<file path="src/rtl/pixpp_pkg.sv">
package pixpp_pkg;
   localparam int CH_W = 8;
   localparam int PIX_W = 4 * CH_W;

   typedef struct packed {
      logic [CH_W-1:0] a;
      logic [CH_W-1:0] b;
      logic [CH_W-1:0] g;
      logic [CH_W-1:0] r;
   } rgba_t;
endpackage

</file>
<file path="src/rtl/pixpp_thresh_regs.sv">
module pixpp_thresh_regs #(
   parameter int CH_W   = 8,
   parameter int WORD_W = 32,
   parameter int T0_LSB = 0,
   parameter int T1_LSB = 16
) (
   input  logic              clk,
   input  logic              rst_n,
   input  logic              we,
   input  logic [WORD_W-1:0] word,
   output logic [CH_W-1:0]   t0,
   output logic [CH_W-1:0]   t1
);
   if (T0_LSB + CH_W > WORD_W || T1_LSB + CH_W > WORD_W) begin : g_bad_field
      $error("threshold field outside command word");
   end

   always_ff @(posedge clk) begin
      if (!rst_n) begin
         t0 <= '0;
         t1 <= '0;
      end else if (we) begin
         t0 <= word[T0_LSB +: CH_W];
         t1 <= word[T1_LSB +: CH_W];
      end
   end
endmodule

</file>
<file path="src/rtl/pixpp_alpha_stage.sv">
module pixpp_alpha_stage
   import pixpp_pkg::*;
#(
   parameter logic [CH_W-1:0] SEMI_A = 8'h40
) (
   input  rgba_t           pix_i,
   input  logic [CH_W-1:0] t0,
   input  logic [CH_W-1:0] t1,
   output rgba_t           pix_o
);
   localparam int NCH = 3;

   logic [CH_W-1:0] chan [NCH];
   logic [NCH-1:0]  under0;
   logic [NCH-1:0]  under1;
   logic            clear_hit;
   logic            semi_hit;

   assign chan[0] = pix_i.r;
   assign chan[1] = pix_i.g;
   assign chan[2] = pix_i.b;

   for (genvar c = 0; c < NCH; c++) begin : g_cmp
      assign under0[c] = chan[c] < t0;
      assign under1[c] = chan[c] < t1;
   end

   assign clear_hit = (t0 != '0) && (&under0);
   assign semi_hit  = &under1;

   always_comb begin
      pix_o = pix_i;
      if (clear_hit) begin
         pix_o = '0;
      end else if (semi_hit) begin
         pix_o.a = SEMI_A;
      end
   end
endmodule

</file>
<file path="src/rtl/pixpp_format_stage.sv">
module pixpp_format_stage
   import pixpp_pkg::*;
#(
   parameter int              PK_W   = 5,
   parameter logic [CH_W-1:0] SEMI_A = 8'h40
) (
   input  rgba_t            pix_i,
   input  logic             sgn,
   input  logic             pack,
   output logic [PIX_W-1:0] data_o,
   output logic             is16_o
);
   localparam int NCH   = 3;
   localparam int PACK_W = NCH * PK_W + 1;

   if (PK_W > CH_W || PK_W < 1) begin : g_bad_pack
      $error("packed channel width must be 1..CH_W");
   end

   rgba_t             flipped;
   logic [CH_W-1:0]   chan_in  [NCH];
   logic [CH_W-1:0]   chan_out [NCH];
   logic [PACK_W-1:0] packed_w;

   assign chan_in[0] = pix_i.r;
   assign chan_in[1] = pix_i.g;
   assign chan_in[2] = pix_i.b;

   for (genvar c = 0; c < NCH; c++) begin : g_chan
      assign chan_out[c] = {chan_in[c][CH_W-1] ^ sgn, chan_in[c][CH_W-2:0]};
      assign packed_w[c*PK_W +: PK_W] = chan_out[c][CH_W-1 -: PK_W];
   end

   assign packed_w[PACK_W-1] = (pix_i.a == SEMI_A);

   always_comb begin
      flipped   = pix_i;
      flipped.r = chan_out[0];
      flipped.g = chan_out[1];
      flipped.b = chan_out[2];
   end

   always_comb begin
      if (pack) begin
         data_o = {{(PIX_W-PACK_W){1'b0}}, packed_w};
      end else begin
         data_o = flipped;
      end
   end

   assign is16_o = pack;
endmodule

</file>
<file path="src/rtl/pixpp_out_reg.sv">
module pixpp_out_reg #(
   parameter int DATA_W  = 32,
   parameter int BLK_PIX = 256
) (
   input  logic              clk,
   input  logic              rst_n,
   input  logic              d_valid,
   output logic              d_ready,
   input  logic [DATA_W-1:0] d_data,
   input  logic              d_is16,
   output logic              q_valid,
   input  logic              q_ready,
   output logic [DATA_W-1:0] q_data,
   output logic              q_is16,
   output logic              q_last
);
   localparam int CNT_W = (BLK_PIX > 1) ? $clog2(BLK_PIX) : 1;
   localparam logic [CNT_W-1:0] CNT_END = CNT_W'(BLK_PIX - 1);

   if (BLK_PIX < 2) begin : g_bad_blk
      $error("macroblock must hold at least two pixels");
   end

   logic             take;
   logic [CNT_W-1:0] beat;

   assign d_ready = !q_valid || q_ready;
   assign take    = d_valid && d_ready;

   always_ff @(posedge clk) begin
      if (!rst_n) begin
         q_valid <= 1'b0;
         q_data  <= '0;
         q_is16  <= 1'b0;
         q_last  <= 1'b0;
         beat    <= '0;
      end else if (take) begin
         q_valid <= 1'b1;
         q_data  <= d_data;
         q_is16  <= d_is16;
         q_last  <= (beat == CNT_END);
         beat    <= (beat == CNT_END) ? '0 : beat + 1'b1;
      end else if (q_ready) begin
         q_valid <= 1'b0;
      end
   end
endmodule

</file>
<file path="src/rtl/pix_thresh_pack.sv">
module pix_thresh_pack
   import pixpp_pkg::*;
#(
   parameter int              CMD_W   = 32,
   parameter int              PK_W    = 5,
   parameter int              BLK_PIX = 256,
   parameter logic [CH_W-1:0] SEMI_A  = 8'h40
) (
   input  logic             clk,
   input  logic             rst_n,
   input  logic             cfg_we,
   input  logic [CMD_W-1:0] cfg_word,
   input  logic             in_valid,
   output logic             in_ready,
   input  logic [PIX_W-1:0] in_pix,
   input  logic             in_signed,
   input  logic             in_pack16,
   output logic             out_valid,
   input  logic             out_ready,
   output logic [PIX_W-1:0] out_data,
   output logic             out_is16,
   output logic             out_last
);
   if (CMD_W < 24) begin : g_bad_cmd
      $error("command word too narrow for both thresholds");
   end

   logic [CH_W-1:0]  thr0;
   logic [CH_W-1:0]  thr1;
   rgba_t            thr_pix;
   logic [PIX_W-1:0] fmt_data;
   logic             fmt_is16;

   pixpp_thresh_regs #(
      .CH_W(CH_W), .WORD_W(CMD_W), .T0_LSB(0), .T1_LSB(16)
   ) u_regs (
      .clk(clk), .rst_n(rst_n), .we(cfg_we), .word(cfg_word),
      .t0(thr0), .t1(thr1)
   );

   pixpp_alpha_stage #(.SEMI_A(SEMI_A)) u_alpha (
      .pix_i(rgba_t'(in_pix)), .t0(thr0), .t1(thr1), .pix_o(thr_pix)
   );

   pixpp_format_stage #(.PK_W(PK_W), .SEMI_A(SEMI_A)) u_fmt (
      .pix_i(thr_pix), .sgn(in_signed), .pack(in_pack16),
      .data_o(fmt_data), .is16_o(fmt_is16)
   );

   pixpp_out_reg #(.DATA_W(PIX_W), .BLK_PIX(BLK_PIX)) u_out (
      .clk(clk), .rst_n(rst_n),
      .d_valid(in_valid), .d_ready(in_ready),
      .d_data(fmt_data), .d_is16(fmt_is16),
      .q_valid(out_valid), .q_ready(out_ready),
      .q_data(out_data), .q_is16(out_is16), .q_last(out_last)
   );
endmodule

</file>
<file path="config.mk">
export PLATFORM = sky130hd
export DESIGN_NAME = pix_thresh_pack
export DESIGN_NICKNAME = d
export VERILOG_FILES = /design/src/rtl/pixpp_pkg.sv /design/src/rtl/pixpp_thresh_regs.sv /design/src/rtl/pixpp_alpha_stage.sv /design/src/rtl/pixpp_format_stage.sv /design/src/rtl/pixpp_out_reg.sv /design/src/rtl/pix_thresh_pack.sv
export SDC_FILE = /design/constraint.sdc
export NUM_CORES = 1
export LEC_CHECK = 0
export ABC_AREA = 1
export ABC_CLOCK_PERIOD_IN_PS = 4000
export CORE_MARGIN = 3
export CORE_UTILIZATION = 35
export CTS_BUF_LIST = sky130_fd_sc_hd__clkbuf_4 sky130_fd_sc_hd__clkbuf_8 sky130_fd_sc_hd__clkbuf_16
export CTS_CLUSTER_DIAMETER = 40
export DETAILED_ROUTE_END_ITERATION = 10
export GPL_TIMING_DRIVEN = 0
export SYNTH_ARGS = -nofsm -noshare
export SYNTH_HDL_FRONTEND = slang
export SYNTH_SLANG_ARGS = --single-unit
</file>
<file path="constraint.sdc">
create_clock -name clk -period 4 [get_ports clk]
set_input_delay 0.6 -clock clk [delete_from_list [all_inputs] [get_ports clk]]
set_output_delay 0.6 -clock clk [all_outputs]
set_load 0.005 [all_outputs]
</file>
Yosys cells after proc, flatten, opt, wreduce, memory -nomap -nowiden
Cells that the tools add are included.
{"block": "classes", "addsub": 1, "n_lt_le_gt_ge": 6, "eq_ne": 2, "mux": 7, "bitwise_logic": 3, "reduce_logical": 8}
{"cell": "8-bit < comparator", "n": 6}
{"cell": "32-bit 2-to-1 mux", "n": 1}
{"cell": "24-bit 2-to-1 mux", "n": 1}
{"cell": "8-bit 2-to-1 mux", "n": 3}
{"cell": "8-bit by 1-bit adder with 8-bit output, second input constant", "n": 1}
{"cell": "8-bit by 7-bit == test with 1-bit output, second input constant", "n": 1}
{"cell": "8-bit == test, second input constant", "n": 1}
{"cell": "8-bit nonzero test", "n": 1}
{"cell": "3-bit AND reduction", "n": 2}
{"cell": "1-bit XOR", "n": 3}
{"cell": "1-bit logical AND", "n": 2}
{"cell": "1-bit 2-to-1 mux", "n": 2}
{"cell": "2-bit nonzero test", "n": 1}
{"cell": "1-bit logical NOT", "n": 1}
{"cell": "1-bit logical OR", "n": 1}
{"block": "totals", "regBits": 59, "input_bits": 71, "out_inout_bits": 36, "wordCells": 34}

Longest topological paths before layout
Gate-level depths: netlist of run 1.
{"block": "depth", "ltp_word": 6, "mapped_depth": 17, "mapped_depth_nobuf": 16}

Cells and area by module
A second synthesis of run 1 with hierarchy kept.
{"block": "hier_totals", "hier_cells": 653, "area_unflattened_um2": 4068.9}
{"mod": "pixpp_out_reg", "instances": 1, "cells_each": 217, "area_per_inst_um2": 1612.8, "seq_area_each_um2": 860.8}
{"mod": "pixpp_alpha_stage", "instances": 1, "cells_each": 247, "area_per_inst_um2": 1373.8, "seq_area_each_um2": 0.0}
{"mod": "pixpp_thresh_regs", "instances": 1, "cells_each": 101, "area_per_inst_um2": 674.4, "seq_area_each_um2": 320.3}
{"mod": "pixpp_format_stage", "instances": 1, "cells_each": 88, "area_per_inst_um2": 407.9, "seq_area_each_um2": 0.0}

Worst setup path before layout of run 1
OpenSTA, ideal clock, no wires.
{"block": "synth_timing", "path_type": "input to register", "start": "input in_pix[7]", "end": "register u_out.q_data[15]", "setup_time_ns": 0.067, "t_arrival_ns": 1.955, "t_required_ns": 3.933, "setup_slack_ns": 1.978, "cell_stages": 15, "n_path_buf": 1, "path_cell_list": "ha_1 nand2_1 inv_2 nor2_1 nand2_1 nor2_1 nand2_1 nor2_2 nand2_2 buf_6 nand3_2 nand2_1 nor2_2 nand3_1 a21oi_2"}
{"block": "synth_via", "elab_chain_cells": 6, "word_cells_on_any_way": 11, "classes_between": "order compare (2); eq/ne (1); mux (4); bitwise (1); reduce/logical (3)"}
{"element": "from (decl)", "line_no": "pix_thresh_pack.sv:15", "rtl": "input logic [PIX_W-1:0] in_pix,"}
{"element": "8-bit < comparator, on equally long branches", "line_no": "pixpp_alpha_stage.sv:25, pixpp_alpha_stage.sv:24"}
{"element": "3-bit AND reduction, on equally long branches", "line_no": "pixpp_alpha_stage.sv:29, pixpp_alpha_stage.sv:28"}
{"element": "8-bit 2-to-1 mux / 1-bit logical AND (equally long branches)", "line_no": "pixpp_alpha_stage.sv:35, pixpp_alpha_stage.sv:28"}
{"element": "8-bit 2-to-1 mux / 24-bit 2-to-1 mux (equally long branches)", "line_no": "pixpp_alpha_stage.sv:33", "rtl": "if (clear_hit) begin"}
{"element": "8-bit by 7-bit == test with 1-bit output / 1-bit XOR (equally long branches)", "line_no": "pixpp_format_stage.sv:34, pixpp_format_stage.sv:30"}
{"element": "32-bit 2-to-1 mux *", "line_no": "pixpp_format_stage.sv:44", "rtl": "if (pack) begin"}
{"element": "to (signal assigned)", "line_no": "pixpp_out_reg.sv:39", "rtl": "q_data <= d_data;"}
{"element": "to (decl)", "line_no": "pixpp_out_reg.sv:13", "rtl": "output logic [DATA_W-1:0] q_data,"}
Every way passes the cells marked *; elsewhere a longest branch is shown, timed or not.
A chain may end at the register's enable or synchronous reset.

Worst setup path in the final report of run 1
{"block": "layout_timing", "start": "input in_pix[21]", "end": "register u_out.q_data[15]"}
Same word-level chain as after synthesis.

==> results.toml, run 1 <==
[outcome]
status = "finished, final reports clean"

[global_routing]
antenna_found_initial = 0
track_usage_pct = 18.8
grt_pass1_vias = 3475
grt_pass1_wl_mm = 16.7
grt-ovfl-total = 0
grt_max_degree = 12

[drt]
wl_mm = 10.4
drt_iter0_markers = 204
vias = 3558
met3_length_um = 454
routed-wl-met2_mm = 5.31
wl_met1_mm = 4.46
drcViolationCount = 0
drtAntennaViolNets = 0
highest_layer = "met4"
firstDrtPassIters = 4
avgRoutedWirePerCell_um = 13.9
route.detailed.vias_per_inst = 4.76

[final_layout]
stdcell_count = 747
area_growth_pct = 37.1
n_fill_cell = 1046
antennaDiodeCount = 0
final_area_mm2 = 0.00483
utilization_pct = 49.4
ff_latch_area_mm2 = 0.00118
multi_input_area_mm2 = 0.00201
mostFrequentLayoutCells = "nand2_1, clkdlybuf4s50_1, inv_1, dfxtp_1, a21oi_1"
mostFrequentLayoutCell = "nand2_1"
drive_gt1_share_pct = 5.37
nNetsFinal = 723

[yosys]
yosys_warnings = 0
yosys.area.top_type = "dfxtp_1"
synth_nets = 623
synthTopCellsByArea = "dfxtp_1, nand2_1, ha_1"
synthDistinctLibCells = 31
synth_area_per_cell_um2 = 6.93
ys_seq_area_share_pct = 33.5
synth_top_area_share_pct = 33.5
ys_seq_elements = 59
netlist_instances = 509
synth_area_mm2 = 0.00353

[setup_path]
required_ns = 4.27
max_stage_delay_ns = 0.64
r2r_setup_slack_ns = 1.89
critPathKind = "in2reg"
endpoint_kind = "flop"
critical_path_buf_inv_count = 3
crit_top_cell = "nor2_1"
critical_path.top_delay_family = "buffers and inverters"
arrival_ns = 2.81
crit_chain = "clkdlybuf4s50_1, ha_1, nand3_1, nor2_1, nor2_1, nand2_1, nor2_1, nand4_1, buf_2, o211ai_1, nand2_1, inv_1, nand3_1, a21oi_2"
cp_max_fo = 10
crit_path_start_kind = "primary input"
critical-path-slowest-cell = "clkdlybuf4s50_1"

[timing]
rsz0062_at_grt = "false"
slew_headroom_pct = 59.2
skew_ns = 0.00939
fmaxAchievable_ghz = 0.394
post-route-worst-setup-slack_ns = 1.46
finalSetupTns_ns = 0
setup_violations = 0
slew_viol_final = 0
worst_pin_slew_ns = 0.613
finalCritPeriodShare_pct = 63.5
final.min_clock_period_ns = 2.54
finalHoldViolations = 0

[clock_tree]
clkSlewWorstSetupHoldPaths_ns = 0.07
cts.sinks = 59
post_cts_resized = 0
root_buffer = "clkbuf_8"
post-cts-setup-buffers = 0
clock_latency_ns = 0.34
ctsHoldBuffers = 0
ctsHtreeMaxLevel = 3
cts_tree = "done"
clockBufferDepth = 2
cts_inserted_buffers = 9

[power_and_ir_drop]
powerDensity_mw_per_mm2 = 352
p_leak_nw = 2.14
vdd_drop_max_v = 0.000174

[job]
drv_cap = 0

[floorplan]
die_x_um = 106
die_h_um = 106
row_count = 36
core_area_mm2 = 0.00977
start_util_pct = 36.1
ios = 107
die-area_mm2 = 0.0113

[placement]
gp_congestion = 0.788
place_area_mm2 = 0.00458
port_buffers = 89
place_ws_ns = 1.13
dp_hpwl_mm = 8.34
dp.cells = 731

[hold_path]
hp-class = "reg2reg"
## cells by family (layout without fill, tap and decap cells)
family | Yosys count | after routing | share of synthesized area (%)
AO/OA/AOI/OAI | 87 | 87 | 13.2
XOR/XNOR | 5 | 5 | 1.24
adder cells (fa/ha/maj) | 43 | 43 | 15.3
buffers and inverters | 83 | 188 | 9.40
flip-flops | 59 | 59 | 33.5
AND/OR/NAND/NOR | 232 | 232 | 27.4
## state kept, by name (all words and copies together), names as in the netlist
| name | count |
|---|---|
| u_regs.t1 | 8 |
| u_out.q_valid | 1 |
| u_out.q_last | 1 |
| u_out.q_is16 | 1 |
| u_regs.t0 | 8 |
| u_out.beat | 8 |
| u_out.q_data | 32 |
## worst register-to-register path, delay by kind of cell (launching register included)
family                   cells  cell delay, ns
AO/OA/AOI/OAI                2            0.21
adder cells (fa/ha/maj)      1            0.28
flip-flops                   1            0.30
buffers and inverters        4            0.43
AND/OR/NAND/NOR              9            0.85
## Yosys cell counts
library cell	n
nor3b_1	1
nand3_2	2
nor3_1	3
buf_4	2
a21oi_2	1
inv_2	3
a21boi_1	1
xor2_1	3
nand3_1	29
ha_1	43
a31oi_1	2
dfxtp_1	59
a21oi_1	51
buf_2	4
clkbuf_1	13
inv_1	59
xnor2_1	2
clkinv_1	1
o21ai_1	2
nand2_2	1
nor2_2	3
o211ai_1	4
and3_1	1
nor4_1	1
a211oi_1	1
nand4_1	10
buf_6	1
nand2_1	147
a32oi_1	2
o21ai_0	23
nor2_1	34
## through the flow
step	hold slack, ns	power [mW]
final	0.465	1.70
after global routing	0.484	1.79
after CTS	0.468	1.72
after detailed placement	0.456	1.03
after global placement	0.452	1.02
after floorplan	0.462	0.858
## report_power, final
part           internal (mW)  leakage, nW  total [mW]  switching (mW)
registers              0.622        0.484       0.640          0.0184
logic                  0.177         1.53       0.379           0.202
clock network          0.432        0.126       0.682           0.251
total                   1.23         2.14        1.70           0.471
## worst paths after layout
check,startpoint,endpoint,depth (start not counted)
min reg2reg,u_out.q_data[5],u_out.q_data[5],2
max,in_pix[21],u_out.q_data[15],14
min,u_out.q_data[5],u_out.q_data[5],2
max reg2reg,u_regs.t0[7],u_out.q_data[15],16
## per-layer routing
metal / vias to the layer above / track usage, %
met1: 1618 / 21.4
li1: 1857 / -
met5: - / 0
met4: 0 / 5.55
met3: 12 / 4.86
met2: 71 / 34.1
## layout make-up
cell class	instances	share of cell area, %
Buffer	20	1.97
Clock buffer	10	2.85
Clock inverter	6	2.33
Inverter	63	4.89
Multi-Input combinational cell	367	41.7
Sequential cell	59	24.4
Tap cell	133	3.44
Timing Repair Buffer	89	18.4
Power figures use the tool's default switching activity.
==> run 2: changes to the inputs <==
--- a/config.mk
+++ b/config.mk
@@ -6,7 +6,7 @@
 export NUM_CORES = 1
 export LEC_CHECK = 0
 export ABC_AREA = 1
-export ABC_CLOCK_PERIOD_IN_PS = 4000
+export ABC_CLOCK_PERIOD_IN_PS = 2650
 export CORE_MARGIN = 3
 export CORE_UTILIZATION = 35
 export CTS_BUF_LIST = sky130_fd_sc_hd__clkbuf_4 sky130_fd_sc_hd__clkbuf_8 sky130_fd_sc_hd__clkbuf_16
==> constraint.sdc (replaced) <==
create_clock -name clk -period 2.65 [get_ports clk]
set_input_delay 0.3975 -clock clk [delete_from_list [all_inputs] [get_ports clk]]
set_output_delay 0.3975 -clock clk [all_outputs]
set_load 0.005 [all_outputs]
==> results of run 2 <==
The final DEF is identical to that of run 1. Status: finished, final reports clean.
Among the figures that moved: setup slack after placement 1.13 ns -> -0.0160 ns; setup slack after layout 1.46 ns -> 0.312 ns; register-to-register setup slack 1.89 ns -> 0.54 ns; total power 1.70 mW -> 2.57 mW; worst IR drop on VDD 0.000174 V -> 0.000263 V
